<file path="src/rtl/mbx_pkg.sv">
package mbx_pkg;
    localparam logic [7:0] OFS_CMD     = 8'h30;
    localparam logic [7:0] OFS_DATA    = 8'h38;
    localparam logic [7:0] OFS_CHAN    = 8'h40;
    localparam logic [7:0] OFS_SCRATCH = 8'h48;

    localparam int BIT_RD    = 0;
    localparam int BIT_WR    = 1;
    localparam int BIT_ACK   = 2;
    localparam int ADDR_LSB  = 32;
    localparam int WDATA_LSB = 32;

    typedef enum logic [1:0] {
        ST_IDLE  = 2'd0,
        ST_ISSUE = 2'd1,
        ST_WAIT  = 2'd2,
        ST_DONE  = 2'd3
    } mbx_state_e;
endpackage

</file>
<file path="src/rtl/mbx_host_regs.sv">
module mbx_host_regs
    import mbx_pkg::*;
#(
    parameter int HOST_AW = 8,
    parameter int IADDR_W = 16,
    parameter int IDATA_W = 32,
    parameter int CHAN_W  = 3
) (
    input  logic               clk,
    input  logic               rst_n,
    input  logic               host_wr_en,
    input  logic [HOST_AW-1:0] host_addr,
    input  logic [63:0]        host_wdata,
    output logic [63:0]        host_rdata,
    input  logic               rd_cap,
    input  logic [IDATA_W-1:0] rd_cap_data,
    input  logic               st_ack,
    input  logic               st_pend_rd,
    input  logic               st_pend_wr,
    input  logic [IADDR_W-1:0] st_addr,
    output logic               cmd_we,
    output logic [IDATA_W-1:0] wdata_q,
    output logic [CHAN_W-1:0]  chan_q
);
    logic [IDATA_W-1:0] rdata_q;
    logic [63:0]        scratch_q;
    logic               hit_cmd, hit_data, hit_chan, hit_scr;

    assign hit_cmd  = host_addr == HOST_AW'(OFS_CMD);
    assign hit_data = host_addr == HOST_AW'(OFS_DATA);
    assign hit_chan = host_addr == HOST_AW'(OFS_CHAN);
    assign hit_scr  = host_addr == HOST_AW'(OFS_SCRATCH);
    assign cmd_we   = host_wr_en && hit_cmd;

    always_ff @(posedge clk) begin
        if (!rst_n) begin
            rdata_q   <= '0;
            wdata_q   <= '0;
            chan_q    <= '0;
            scratch_q <= '0;
        end else begin
            if (rd_cap)
                rdata_q <= rd_cap_data;
            if (host_wr_en && hit_data)
                wdata_q <= host_wdata[WDATA_LSB +: IDATA_W];
            if (host_wr_en && hit_chan)
                chan_q <= host_wdata[CHAN_W-1:0];
            if (host_wr_en && hit_scr)
                scratch_q <= host_wdata;
        end
    end

    always_comb begin
        host_rdata = '0;
        if (hit_cmd) begin
            host_rdata[BIT_RD]                = st_pend_rd;
            host_rdata[BIT_WR]                = st_pend_wr;
            host_rdata[BIT_ACK]               = st_ack;
            host_rdata[ADDR_LSB +: IADDR_W]   = st_addr;
        end else if (hit_data) begin
            host_rdata[IDATA_W-1:0]           = rdata_q;
            host_rdata[WDATA_LSB +: IDATA_W]  = wdata_q;
        end else if (hit_chan) begin
            host_rdata[CHAN_W-1:0]            = chan_q;
        end else if (hit_scr) begin
            host_rdata                        = scratch_q;
        end
    end

    AST_CHAN_HOLD: assert property (@(posedge clk) disable iff (!rst_n)
        !(host_wr_en && hit_chan) |=> $stable(chan_q));
    AST_RDATA_ONLY_ON_RSP: assert property (@(posedge clk) disable iff (!rst_n)
        !rd_cap |=> $stable(rdata_q));
endmodule

</file>
<file path="src/rtl/mbx_sequencer.sv">
module mbx_sequencer
    import mbx_pkg::*;
#(
    parameter int IADDR_W = 16,
    parameter int IDATA_W = 32,
    parameter int CHAN_W  = 3
) (
    input  logic               clk,
    input  logic               rst_n,
    input  logic               cmd_we,
    input  logic [63:0]        cmd_word,
    input  logic [IDATA_W-1:0] wdata_in,
    input  logic [CHAN_W-1:0]  chan_in,
    output logic               ib_req,
    output logic               ib_we,
    output logic [IADDR_W-1:0] ib_addr,
    output logic [IDATA_W-1:0] ib_wdata,
    output logic [CHAN_W-1:0]  ib_chan,
    input  logic               ib_rsp_valid,
    output logic               ib_rsp_ready,
    input  logic [IDATA_W-1:0] ib_rdata,
    output logic               ack,
    output logic               pend_rd,
    output logic               pend_wr,
    output logic [IADDR_W-1:0] last_addr,
    output logic               rd_cap,
    output logic [IDATA_W-1:0] rd_cap_data
);
    mbx_state_e         state_q, state_d;
    logic               accept, release_ack, rsp_take;
    logic               op_we_q;
    logic [IADDR_W-1:0] op_addr_q;
    logic [IDATA_W-1:0] op_wdata_q;
    logic [CHAN_W-1:0]  op_chan_q;

    assign accept      = cmd_we && (state_q == ST_IDLE)
                         && (cmd_word[BIT_RD] ^ cmd_word[BIT_WR]);
    assign release_ack = cmd_we && cmd_word[BIT_ACK] && (state_q == ST_DONE);
    assign rsp_take    = ib_rsp_valid && ib_rsp_ready;

    always_comb begin
        state_d = state_q;
        unique case (state_q)
            ST_IDLE:  if (accept)      state_d = ST_ISSUE;
            ST_ISSUE:                  state_d = ST_WAIT;
            ST_WAIT:  if (rsp_take)    state_d = ST_DONE;
            ST_DONE:  if (release_ack) state_d = ST_IDLE;
            default:                   state_d = ST_IDLE;
        endcase
    end

    always_ff @(posedge clk) begin
        if (!rst_n) begin
            state_q    <= ST_IDLE;
            op_we_q    <= 1'b0;
            op_addr_q  <= '0;
            op_wdata_q <= '0;
            op_chan_q  <= '0;
        end else begin
            state_q <= state_d;
            if (accept) begin
                op_we_q    <= cmd_word[BIT_WR];
                op_addr_q  <= cmd_word[ADDR_LSB +: IADDR_W];
                op_wdata_q <= wdata_in;
                op_chan_q  <= chan_in;
            end
        end
    end

    always_comb begin
        ib_req       = (state_q == ST_ISSUE);
        ib_rsp_ready = (state_q == ST_WAIT);
        ack          = (state_q == ST_DONE);
        pend_rd      = (state_q == ST_ISSUE || state_q == ST_WAIT) && !op_we_q;
        pend_wr      = (state_q == ST_ISSUE || state_q == ST_WAIT) && op_we_q;
        ib_we        = op_we_q;
        ib_addr      = op_addr_q;
        ib_wdata     = op_wdata_q;
        ib_chan      = op_chan_q;
        last_addr    = op_addr_q;
        rd_cap       = rsp_take && !op_we_q;
        rd_cap_data  = ib_rdata;
    end

    AST_REQ_SINGLE: assert property (@(posedge clk) disable iff (!rst_n)
        ib_req |=> !ib_req);
    AST_ACK_AFTER_RSP: assert property (@(posedge clk) disable iff (!rst_n)
        $rose(ack) |-> $past(ib_rsp_valid && ib_rsp_ready));
    AST_READY_NOT_ACK: assert property (@(posedge clk) disable iff (!rst_n)
        ib_rsp_ready |-> !ack);
    AST_ACK_HELD: assert property (@(posedge clk) disable iff (!rst_n)
        ack && !(cmd_we && cmd_word[BIT_ACK]) |=> ack);
    AST_ACK_RELEASE: assert property (@(posedge clk) disable iff (!rst_n)
        ack && cmd_we && cmd_word[BIT_ACK] |=> !ack);
    AST_NO_REQ_WHILE_ACK: assert property (@(posedge clk) disable iff (!rst_n)
        ack |=> !ib_req);
    AST_FIELDS_STABLE: assert property (@(posedge clk) disable iff (!rst_n)
        ib_rsp_ready |=> $stable(ib_wdata) && $stable(ib_chan) && $stable(ib_addr));
endmodule

</file>
<file path="src/rtl/csr_mailbox_bridge.sv">
module csr_mailbox_bridge
    import mbx_pkg::*;
#(
    parameter int HOST_AW = 8,
    parameter int IADDR_W = 16,
    parameter int IDATA_W = 32,
    parameter int CHAN_W  = 3
) (
    input  logic               clk,
    input  logic               rst_n,
    input  logic               host_wr_en,
    input  logic [HOST_AW-1:0] host_addr,
    input  logic [63:0]        host_wdata,
    output logic [63:0]        host_rdata,
    output logic               ib_req,
    output logic               ib_we,
    output logic [IADDR_W-1:0] ib_addr,
    output logic [IDATA_W-1:0] ib_wdata,
    output logic [CHAN_W-1:0]  ib_chan,
    input  logic               ib_rsp_valid,
    output logic               ib_rsp_ready,
    input  logic [IDATA_W-1:0] ib_rdata
);
    logic               cmd_we, rd_cap;
    logic [IDATA_W-1:0] rd_cap_data, wdata_q;
    logic [CHAN_W-1:0]  chan_q;
    logic               ack, pend_rd, pend_wr;
    logic [IADDR_W-1:0] last_addr;

    mbx_host_regs #(
        .HOST_AW(HOST_AW), .IADDR_W(IADDR_W), .IDATA_W(IDATA_W), .CHAN_W(CHAN_W)
    ) u_regs (
        .clk(clk), .rst_n(rst_n),
        .host_wr_en(host_wr_en), .host_addr(host_addr),
        .host_wdata(host_wdata), .host_rdata(host_rdata),
        .rd_cap(rd_cap), .rd_cap_data(rd_cap_data),
        .st_ack(ack), .st_pend_rd(pend_rd), .st_pend_wr(pend_wr),
        .st_addr(last_addr),
        .cmd_we(cmd_we), .wdata_q(wdata_q), .chan_q(chan_q)
    );

    mbx_sequencer #(
        .IADDR_W(IADDR_W), .IDATA_W(IDATA_W), .CHAN_W(CHAN_W)
    ) u_seq (
        .clk(clk), .rst_n(rst_n),
        .cmd_we(cmd_we), .cmd_word(host_wdata),
        .wdata_in(wdata_q), .chan_in(chan_q),
        .ib_req(ib_req), .ib_we(ib_we), .ib_addr(ib_addr),
        .ib_wdata(ib_wdata), .ib_chan(ib_chan),
        .ib_rsp_valid(ib_rsp_valid), .ib_rsp_ready(ib_rsp_ready),
        .ib_rdata(ib_rdata),
        .ack(ack), .pend_rd(pend_rd), .pend_wr(pend_wr),
        .last_addr(last_addr), .rd_cap(rd_cap), .rd_cap_data(rd_cap_data)
    );
endmodule

</file>
<file path="config.mk">
export PLATFORM = sky130hd
export DESIGN_NAME = csr_mailbox_bridge
export DESIGN_NICKNAME = d
export VERILOG_FILES = /design/src/rtl/mbx_pkg.sv /design/src/rtl/mbx_host_regs.sv /design/src/rtl/mbx_sequencer.sv /design/src/rtl/csr_mailbox_bridge.sv
export SDC_FILE = /design/constraint.sdc
export NUM_CORES = 1
export LEC_CHECK = 0
export ABC_AREA = 0
export BUFFER_PORTS_ARGS = -buffer_cell sky130_fd_sc_hd__buf_2
export CAP_MARGIN = 20
export CORE_MARGIN = 10
export CORE_UTILIZATION = 53
export CTS_CLUSTER_DIAMETER = 200
export DETAILED_ROUTE_END_ITERATION = 8
export PLACE_DENSITY = 0.79
export SLEW_MARGIN = 30
export SYNTH_ARGS = -nofsm -noshare
export SYNTH_HDL_FRONTEND = slang
export SYNTH_HIERARCHICAL = 1
export SYNTH_SLANG_ARGS = --single-unit
</file>
<file path="constraint.sdc">
create_clock -name clk -period 2.65 [get_ports clk]
set_input_delay 0.53 -clock clk [delete_from_list [all_inputs] [get_ports clk]]
set_output_delay 0.53 -clock clk [all_outputs]
set_load 0.005 [all_outputs]
</file>
# [Word level (Yosys, flattened, before mapping)]
# Cells that the tools add are included.
[totals] input_bits=108 output_inout_bits=118 register_bits=185 wordCells=48
[op_classes] muxes=12 n_bitwise=1 n_eq_ne=10 reduce_logical=16
[ops] cell="$mux W64" n=2
[ops] cell="$mux W61" n=1
[ops] cell="$mux W16" n=2
[ops] cell="$mux W29" n=1
[ops] cell="$eq A8 B6 Y1 const B" n=2
[ops] cell="$eq A8 B7 Y1 const B" n=2
[ops] cell="$logic_and A1 B1 Y1" n=12
[ops] cell="$pmux W2 S4" n=1
[ops] cell="$mux W2" n=3
[ops] cell="$mux W3" n=2
[ops] cell="$eq A2 B2 Y1 const B" n=2
[ops] cell="$ne A2 B1 Y1 const B" n=2
[ops] cell="$reduce_and A3 Y1" n=1
[ops] cell="$eq A2 B1 Y1 const B" n=1
[ops] cell="$logic_not A2 Y1" n=1
[ops] cell="$ne A2 B2 Y1 const B" n=1
[ops] cell="$logic_not A1 Y1" n=1
[ops] cell="$logic_or A1 B1 Y1" n=1
[ops] cell="$xor A1 B1 Y1" n=1

# [Logic depth before layout (Yosys ltp)]
# Gate-level depths: netlist (run 1).
[depth] ltp_word=6 ltp_mapped=10 ltp_nobuf=6

# [By module]
# Netlist (run 1), hierarchy kept.
[modules_own_cells] mod="mbx_host_regs" n_inst=1 area_each_um2=5939.4 cells_per_inst=628
[modules_own_cells] mod="mbx_sequencer" n_inst=1 area_each_um2=2528.7 cells_per_inst=301

# [Worst setup path before layout (run 1)]
# Ideal clock, no wire load.
[synth_timing] kind="in2reg" start="input port host_addr[1]" end="register u_seq.op_wdata_q[29] (netlist: u_seq/ib_wdata[29])" required_ns=2.534 stages=10 t_arrival_ns=2.322 path_buffers=4 setup_slack_ns=0.212 cell_sequence="or4_1 -> clkbuf_1 -> buf_2 -> nor3_1 -> nand2_1 -> or2_1 -> buf_6 -> buf_6 -> nand2_1 -> a21boi_1"
[synth_between] elab_chain_cells=4
[synth_rtl] element="start: declaration" line="csr_mailbox_bridge.sv:12" text="input logic [HOST_AW-1:0] host_addr,"
[synth_rtl] element="$eq A8 B6 Y1" line="mbx_host_regs.sv:29" text="assign hit_cmd = host_addr == HOST_AW'(OFS_CMD);"
[synth_rtl] element="$logic_and A1 B1 Y1" line="mbx_host_regs.sv:33" text="assign cmd_we = host_wr_en && hit_cmd;"
[synth_rtl] element="via cmd_we" line="csr_mailbox_bridge.sv:24" text="logic cmd_we, rd_cap;"
[synth_rtl] element="$logic_and A1 B1 Y1" line="mbx_sequencer.sv:36" text="assign accept = cmd_we && (state_q == ST_IDLE)"
[synth_rtl] element="$logic_and A1 B1 Y1" line="mbx_sequencer.sv:37" text="&& (cmd_word[BIT_RD] ^ cmd_word[BIT_WR]);"
[synth_rtl] element="end signal: assignment" line="mbx_sequencer.sv:64" text="op_wdata_q <= wdata_in;"
[synth_rtl] element="end: declaration" line="mbx_sequencer.sv:33" text="logic [IDATA_W-1:0] op_wdata_q;"
# The timed path passes the listed nets, and every way through them passes these cells.
# A chain may end at the register's enable or synchronous reset.

# [Worst setup path after layout (run 1)]
[layout_timing] start="input port host_addr[6]" end="output port host_rdata[62]"
[layout_between] elab_chain_cells=5
[layout_rtl] element="$eq A8 B7 Y1" line="mbx_host_regs.sv:32" text="assign hit_scr = host_addr == HOST_AW'(OFS_SCRATCH);"
[layout_rtl] element="$mux W64" line="mbx_host_regs.sv:65" text="end else if (hit_scr) begin"
[layout_rtl] element="$mux W61" line="mbx_host_regs.sv:63" text="end else if (hit_chan) begin"
[layout_rtl] element="$mux W64" line="mbx_host_regs.sv:60" text="end else if (hit_data) begin"
[layout_rtl] element="$mux W16 *" line="mbx_host_regs.sv:55" text="if (hit_cmd) begin"
[layout_rtl] element="end: declaration" line="csr_mailbox_bridge.sv:14" text="output logic [63:0] host_rdata,"
# Mark *: on every way between the ends. The rest lies on a longest branch, timed or not.

==> flow_summary.ini, run 1 <==
[sta]
fin_crit_sh = 0.961
fin_skew_ns = 0.00790
setup_viol = 0
slew_violations = 0
layout_setup_ws_ns = 0.103
hold_violations = 0
fmax_ghz = 0.393
worst_pin_slew_ns = 0.650
rsz0062_at_grt = false
period_minus_slack_ns = 2.55
fin_setup_tns_ns = 0
slew_headroom = 0.567

[status]
outcome = completed

[grt]
grt_usage = 0.203
grt_max_degree = 74
grt_pass1_wl_um = 35800
grt-ovfl-total = 0
antenna_found_initial = 6
grt_pass1_vias = 6998

[clock_tree]
cts_max_path_buffers = 2
worst_skew_pair.late_latency_ns = 0.43
post-cts-setup-buffers = 0
clkTransAtPathRegs_ns = 0.07
ctsHoldBuffers = 0
h-tree-depth = 4
clock_sinks = 185
cts_root_buf = clkbuf_16
cts_buffers = 17
cts_tree = done

[placed_design]
dp_hpwl_um = 15900
dpl_worst_slack_ns = 0.0109
io_buffers = 225
place_congestion = 0.828
dp.cells = 1276

[synthesis]
synth-seq-cells = 185
syn_area_mm2 = 0.00847
synth_cells = 929
synth_cell_types = 37
yosysWarnings = 6
ys_seq_area_frac = 0.437
syn_nets = 1042
avgSynthCellArea_um2 = 9.12

[power_and_ir_drop]
power_density_mw_per_mm2 = 566
p_comb_frac = 0.041
p_int_mw = 4.49
swShare = 0.213
clkPwrFrac = 0.471
seqPwrFrac = 0.488
p_leak_nw = 4.77
switchingPower_mw = 1.21
ir_worst_vdd_mv = 0.445

[die]
rows = 46
die_w_um = 146
dieArea_mm2 = 0.0214
coreArea_mm2 = 0.0158
die_h_um = 146
io-pin-count = 226
start_util = 0.537

[routing]
ant_nets = 0
route.vias.total = 6843
wl_um = 22300
drt_iter0_drc = 386
drc_errors = 0
wl_per_cell_um = 17.0
vias_per_cell = 5.22
dr.pass1.iters = 4

[layout]
finalNonFillerCells = 1311
syn2layout_area_growth_pct = 19.1
final_common_cell = nand2_1
layout_common_cells = nand2_1, buf_2, dfxtp_1, mux2i_1, a21boi_1
layout-drive-gt1-share = 0.271
nets = 1192

[setup_path]
reg2reg_from = u_seq/state_q[0]
r2r-end = u_regs/rdata_q[16]
crit_required_ns = 2.12
reg2reg_depth = 7
cp_max_fo = 31
cp-end-kind = output port
crit_type = in2out
regToRegSetupSlack_ns = 1.01
startpoint_type = input pin
cp_data_arrival_time_ns = 2.02

[min_path]
hold_path_depth = 3
hp-start = host_wdata[29]
hp-class = in2reg
min_to = u_regs/scratch_q[29]

[flow_run]
max_cap_violations = 0
## final cells by class
| type | count | area [um^2] |
|---|---|---|
| clock inverters | 12 | 173 |
| repair buffers | 251 | 1450 |
| well taps | 216 | 270 |
| inverters | 20 | 75.1 |
| multi-input cells | 604 | 3950 |
| fillers | 1389 | 5690 |
| flip-flops and latches | 185 | 3710 |
| diodes | 3 | 7.51 |
| clock buffers | 20 | 447 |
## cells in the mapped netlist (all sizes together)
cell,instances,area (um^2)
and2,2,12.5
nand2b,1,6.26
or4,1,7.51
or3b,1,8.76
nand2,272,1020
clkbuf,31,116
ha,5,62.6
xnor2,1,16.3
mux2,2,22.5
or2,1,6.26
or4bb,1,11.3
nor4,1,6.26
or4b,1,10.0
a21boi,52,390
a21oi,1,5.00
nor2b,33,206
nor4bb,1,10.0
o22ai,2,12.5
nor4b,2,32.5
mux2i,133,1330
a221o,16,160
o21ai,1,5.00
inv,20,75.1
a22oi,5,37.5
buf,89,658
nor2,4,30.0
a22o,45,394
dfxtp,185,3700
o221ai,1,8.76
nor3,17,85.1
nand3,2,15.0
## power by group through the flow
stage          clock network (mW)  registers (mW)  logic, mW
3_5_place_dp                    0            2.85      0.235
6_report                     2.69            2.78      0.236
5_1_grt                      2.86            2.78      0.258
4_1_cts                      2.74            2.78      0.236
3_3_place_gp                    0            2.85      0.232
2_1_floorplan                   0            2.85      0.147
## timing repair
| action | 4_1_cts | 5_1_grt |
|---|---|---|
| hold endpoints to repair | 0 | 0 |
| pin swaps | 0 | 1 |
| endpoints found under the setup margin | 1 | 1 |
| gates resized for setup | 1 | 3 |
## layer usage
layer	vias up	wire (um)	share of wire	global-route usage
met4	6	350	0.016	0.0641
li1	3372	-	-	-
met3	38	1980	0.089	0.0831
met5	-	40	0.0018	0
met1	3188	9430	0.42	0.235
met2	239	10400	0.47	0.333
## cell families after synthesis
logic type / after synthesis / synth area share
and+or+nand+nor: 340 / 0.173
DFF: 185 / 0.437
AOI/OAI and AO/OA: 123 / 0.120
xor gates and xnor gates: 1 / 0.00192
adders and majority gates: 5 / 0.00739
muxes: 135 / 0.160
buffers and inverters: 140 / 0.100
## metrics by stage
| step | total power [mW] | hold WS, ns | utilization | cell area, um^2 |
|---|---|---|---|---|
| 2_1_floorplan | 2.99 | 0.435 | - | 8470 |
| 3_3_place_gp | 3.08 | 0.439 | 0.598 | 9440 |
| 3_5_place_dp | 3.08 | 0.442 | 0.598 | 9440 |
| 4_1_cts | 5.76 | 0.316 | 0.638 | 10100 |
| 5_1_grt | 5.90 | 0.324 | 0.639 | 10100 |
| 6_report | 5.71 | 0.335 | 0.639 | 10100 |
## worst max-delay path, stage by stage
cell,delay (ns)
buf_2,0.11
or4bb_1,0.63
nor2_4,0.22
buf_12,0.21
a22o_1,0.17
buf_2,0.12
## worst max-delay path by stage
stage | start | end | slack, ns
CTS | u_seq/state_q[0] | host_rdata[0] | 0.01
global placement | host_addr[6] | u_seq/ib_wdata[1] | 0.009
global route | host_addr[6] | host_rdata[32] | 0.04
floorplan | host_addr[1] | u_seq/ib_wdata[29] | 0.21
finish | host_addr[6] | host_rdata[62] | 0.10
detailed placement | host_addr[6] | u_seq/ib_wdata[5] | 0.01
## registers in the layout, indices dropped and copies added, names as in the netlist
register and flops:
u_regs/chan_q 3, u_regs/rdata_q 32, u_regs/scratch_q 64, u_regs/wdata_q 32, u_seq/ib_addr 16, u_seq/ib_chan 3, u_seq/ib_wdata 32, u_seq/ib_we 1
u_seq/state_q 2
Power figures use the tool's default switching activity.
==> run 2, diff against run 1 <==
- PLACE_DENSITY: 0.79 -> 0.8
==> run 2 against run 1 <==
Effect of this change:
- first-iteration DRC count decreased by 21%
- clock skew increased by 0.0013 ns
- power decreased by 2.8%
- critical path type unchanged
- wire length decreased by 0.72%
- clock-buffer cell count increased by 2
- flip-flop and latch count unchanged
- critical endpoint is now host_rdata[12]
- maximum frequency decreased by 1.4%
- highest routed layer unchanged
- die area unchanged
- setup slack got worse by 0.036 ns
- non-clock buffer count decreased by 6
- sequential share of layout area increased by 0.15 points
- sequential power about the same
==> flow_summary.ini, run 2 (synthesized netlist as in run 1, its figures left out) <==
[layout]
layout_common_cells = nand2_1, buf_2, dfxtp_1, mux2i_1, a21boi_1
syn2layout_area_growth_pct = 18.6
registers.top_by_ff_count = u_regs/scratch_q
largest_reg_flops = 64
multi_input_area_mm2 = 0.00396
final_common_cell = nand2_1
register_area_mm2 = 0.00371
nets = 1186
fill_cells = 1399
layout-drive-gt1-share = 0.268

[placed_design]
io_buffers = 225
place_congestion = 0.794
dp_hpwl_um = 15300

[power_and_ir_drop]
power_mw = 5.55
p_leak_nw = 4.73
ir_worst_vdd_mv = 0.432
power_density_mw_per_mm2 = 552

[clock_tree]
cts_root_buf = clkbuf_16
h-tree-depth = 4
cts_tree = done
clkTransAtPathRegs_ns = 0.07
cts_buffers = 17
cts_max_path_buffers = 2
post-cts-setup-buffers = 0
clock_sinks = 185
worst_skew_pair.late_latency_ns = 0.42

[sta]
rsz0062_at_grt = false
setup_viol = 0
hold_violations = 0
worst_pin_slew_ns = 0.618
slew_violations = 0
fin_setup_tns_ns = 0
fmax_ghz = 0.387
period_minus_slack_ns = 2.58
fin_skew_ns = 0.00923
fin_crit_sh = 0.975
slew_headroom = 0.588

[setup_path]
cp_data_arrival_time_ns = 2.05
reg2reg_from = u_seq/state_q[0]
crit_required_ns = 2.12
crit_path_frequent_cell = buf_2
r2r-end = u_regs/rdata_q[20]
cp-end-kind = output port
startpoint_type = input pin
reg2reg_depth = 7
slowest_delay_ns = 0.60
worstPathCellList = buf_2 > or4bb_1 > nor2_4 > buf_12 > a22o_1 > buf_2
cp_max_fo = 41
crit_type = in2out
crit_slowest_cell = or4bb_1
regToRegSetupSlack_ns = 1.00

[routing]
wl_per_cell_um = 16.9
drc_errors = 0
drt_iter0_drc = 305
ant_nets = 0
wl_um = 22100
dr.pass1.iters = 5
route.vias.total = 6785
vias_per_cell = 5.19

[min_path]
min_to = u_regs/scratch_q[25]
hp-start = host_wdata[25]
hp-class = in2reg
hold_path_depth = 3

[grt]
grt_pass1_wl_um = 35200
grt_usage = 0.199
grt-ovfl-total = 0
antenna_found_initial = 7
grt_max_degree = 101
grt_pass1_vias = 6676

[status]
outcome = completed

[flow_run]
max_cap_violations = 0

[die]
die_h_um = 146
io-pin-count = 226
rows = 46
coreArea_mm2 = 0.0158
start_util = 0.537
die_w_um = 146
dieArea_mm2 = 0.0214
[run 2: cell types whose count changed in the layout (fill, tap and decap cells not counted), moves of 2 or more]
cell and change:
buf_4 -8, buf_12 +2, bufinv_16 -2, clkbuf_8 +2, diode_2 +2
[run 2: worst max-delay path by stage]
stage                           startpoint  slack [ns]                 end  depth (start not counted)
after floorplan               host_addr[1]        0.21  u_seq/ib_wdata[29]                         10
after global routing          host_addr[6]        0.01      host_rdata[61]                          6
after global placement        host_addr[1]        0.05      host_rdata[47]                          7
final                         host_addr[5]        0.07      host_rdata[12]                          6
after CTS                 u_seq/state_q[0]        0.03       host_rdata[0]                          7
after detailed placement      host_addr[1]        0.07      host_rdata[35]                          6
[run 2: what timing repair did]
action / 4_1_cts / 5_1_grt
gates resized for setup: 1 / 4
setup endpoints to repair: 1 / 21
hold buffers: 0 / 0
[run 2: report_power, final]
group	internal [mW]	switching, mW	leakage [nW]	total [mW]
Sequential	2.78	0.00143	1.49	2.78
Clock	1.47	1.07	0.283	2.53
Combinational	0.107	0.125	2.96	0.232
Total	4.36	1.19	4.73	5.55
[run 2: critical path: cells and delay by family]
| family | cells | cell delay (ns) |
|---|---|---|
| simple gates | 2 | 0.81 |
| buf+inv | 3 | 0.48 |
| compound gates | 1 | 0.19 |
[run 2: layout make-up]
type                    instances  share of cell area
diodes                          5             0.00125
clock buffers                  22              0.0472
clock inverters                10              0.0115
inverters                      20             0.00747
multi-input cells             604               0.394
flip-flops and latches        185               0.369
well taps                     216              0.0269
repair buffers                245               0.143
[run 2: layer usage]
layer / part of all wire / wire length [um] / GRT usage
met5: 0.00095 / 21 / 0
met4: 0.016 / 356 / 0.0686
met3: 0.094 / 2070 / 0.0800
met2: 0.47 / 10400 / 0.322
met1: 0.42 / 9250 / 0.235
[run 2: stage by stage]
| step | util | hold slack, ns | cells | setup WS [ns] | area [um^2] |
|---|---|---|---|---|---|
| after global placement | 0.597 | 0.438 | 1270 | 0.0487 | 9420 |
| after detailed placement | 0.597 | 0.442 | 1270 | 0.0725 | 9420 |
| after global routing | 0.637 | 0.335 | 1305 | 0.0103 | 10000 |
| final | 0.637 | 0.342 | 1307 | 0.0665 | 10000 |
| after floorplan | - | 0.435 | 929 | 0.212 | 8470 |
| after CTS | 0.635 | 0.320 | 1302 | 0.0252 | 10000 |
==> run 3, diff against run 2 <==
==> constraint.sdc (replaced) <==
create_clock -name clk -period 2.65 [get_ports clk]
set_input_delay 0.6625 -clock clk [delete_from_list [all_inputs] [get_ports clk]]
set_output_delay 0.6625 -clock clk [all_outputs]
set_load 0.005 [all_outputs]
==> run 3 against run 2 <==
Effect of this change:
- the flow now finishes with violations (negative setup slack)
- wire length is 13% higher
- sequential power hardly changed
- cell area is 6.0% higher
- global-route usage is 1.9 points higher
- final cell count is 2.4% higher
- power is 0.79% higher
- hold slack better by 0.11 ns
- core utilization is 3.8 points higher
- clock-buffer cell count is 1 higher
- die area stayed put
==> flow_summary.ini, run 3 (synthesized netlist as in run 1, its figures left out) <==
[layout]
largest_reg_flops = 64
final_common_cell = nand2_1
nets = 1221
final_util = 0.675
design_area_mm2 = 0.0106
registers.top_by_ff_count = u_regs/scratch_q
layout_common_cells = nand2_1, buf_2, dfxtp_1, mux2i_1, a21boi_1
syn2layout_area_growth_pct = 25.7
layout-drive-gt1-share = 0.302

[grt]
grt_usage = 0.218
grt_pass1_vias = 6948
grt_max_degree = 64
grt-ovfl-total = 0
grt_pass1_wl_um = 37800
antenna_found_initial = 6

[sta]
fmax_ghz = 0.359
fin_crit_sh = 1.05
fin_skew_ns = 0.00783
hold_ws_ns = 0.453
layout_setup_ws_ns = -0.134
setup_viol = 61
period_minus_slack_ns = 2.78
worst_pin_slew_ns = 0.422
hold_violations = 0
rsz0062_at_grt = true
slew_headroom = 0.719
slew_violations = 0

[clock_tree]
cts_max_path_buffers = 2
cts_buffers = 17
cts_root_buf = clkbuf_16
ctsHoldBuffers = 0
worst_skew_pair.late_latency_ns = 0.43
cts_tree = done
h-tree-depth = 4
clock_sinks = 185
clkTransAtPathRegs_ns = 0.06

[routing]
wl_per_cell_um = 18.7
dr.pass1.iters = 5
drt_iter0_drc = 447
vias_per_cell = 5.29
wl_um = 25000
drc_errors = 0
ant_nets = 0
route.vias.total = 7082

[die]
dieArea_mm2 = 0.0214
io-pin-count = 226
start_util = 0.537
die_w_um = 146
die_h_um = 146
coreArea_mm2 = 0.0158
rows = 46

[power_and_ir_drop]
p_comb_frac = 0.049
p_int_mw = 4.42
power_density_mw_per_mm2 = 525
p_leak_nw = 5.03
switchingPower_mw = 1.18
power_mw = 5.59
ir_worst_vdd_mv = 0.491
clkPwrFrac = 0.454
swShare = 0.210
seqPwrFrac = 0.497

[placed_design]
dp_hpwl_um = 16000
io_buffers = 225
place_congestion = 0.801
dpl_worst_slack_ns = -0.137
place_area_mm2 = 0.00953

[setup_path]
r2r-end = u_regs/rdata_q[23]
crit_required_ns = 1.99
regToRegSetupSlack_ns = 1.04
reg2reg_depth = 7
cp_data_arrival_time_ns = 2.12
cp-end-kind = output port
cp_max_fo = 8
crit_type = in2out
reg2reg_from = u_seq/state_q[0]
startpoint_type = input pin

[min_path]
hp-start = u_seq/ib_wdata[0]
min_to = u_seq/ib_wdata[0]
hold_path_depth = 2
hp-class = reg2reg

[flow_run]
max_cap_violations = 0

[status]
outcome = complete, but fails checks
violations = negative setup slack
-- run 3: worst max path at each step --
stage / from / endpoint / slack, ns / cells past startpoint
after floorplan: host_addr[1] / u_seq/ib_wdata[29] / 0.08 / 10
after global placement: host_addr[1] / host_rdata[47] / -0.15 / 7
after detailed placement: host_addr[1] / host_rdata[60] / -0.14 / 7
after CTS: host_addr[2] / host_rdata[37] / -0.12 / 8
after global routing: host_addr[6] / host_rdata[47] / -0.16 / 7
final: host_addr[6] / host_rdata[38] / -0.13 / 7
-- run 3: per-layer routing --
| layer | track usage | wire length [um] | vias to the layer above |
|---|---|---|---|
| met5 | 0 | 21 | - |
| met4 | 0.0731 | 373 | 4 |
| met3 | 0.0816 | 2090 | 31 |
| met2 | 0.356 | 12100 | 263 |
| met1 | 0.259 | 10400 | 3346 |
| li1 | - | - | 3438 |
-- run 3: cell type report --
class                      count  area, um^2
antenna                        3        7.51
clock buffer                  23         458
clock inverter                 8         121
fill                        1303        5120
inverter                      20        75.1
multi-input combinational    604        4050
sequential                   185        3710
tap                          216         270
timing repair buffer         280        1950
-- run 3: timing repair --
item | 4_1_cts | 5_1_grt
cloned | 8 | 4
pin swaps | 3 | 14
buffers inserted | 9 | 2
endpoints found under the setup margin | 62 | 64
gates resized for setup | 31 | 22
-- run 3: worst max-delay path: stages --
cell and delay [ns]:
buf_6 0.09, or4bb_4 0.55, nor2_4 0.17, buf_12 0.20, clkbuf_16 0.16, a221o_1 0.15
buf_2 0.12
-- run 3: metrics by stage --
stage / TNS [ns] / instances
final: -5.10 / 1339
after global routing: -7.40 / 1338
after CTS: -4.73 / 1334
after detailed placement: -8.48 / 1286
after global placement: -7.40 / 1286
after floorplan: 0 / 929
-- run 3: power by group through the flow --
| stage | Sequential, mW | Clock [mW] | Combinational, mW |
|---|---|---|---|
| 4_1_cts | 2.78 | 2.58 | 0.264 |
| 2_1_floorplan | 2.85 | 0 | 0.147 |
| 3_3_place_gp | 2.85 | 0 | 0.241 |
| 3_5_place_dp | 2.85 | 0 | 0.243 |
| 5_1_grt | 2.78 | 2.69 | 0.294 |
| 6_report | 2.78 | 2.54 | 0.273 |
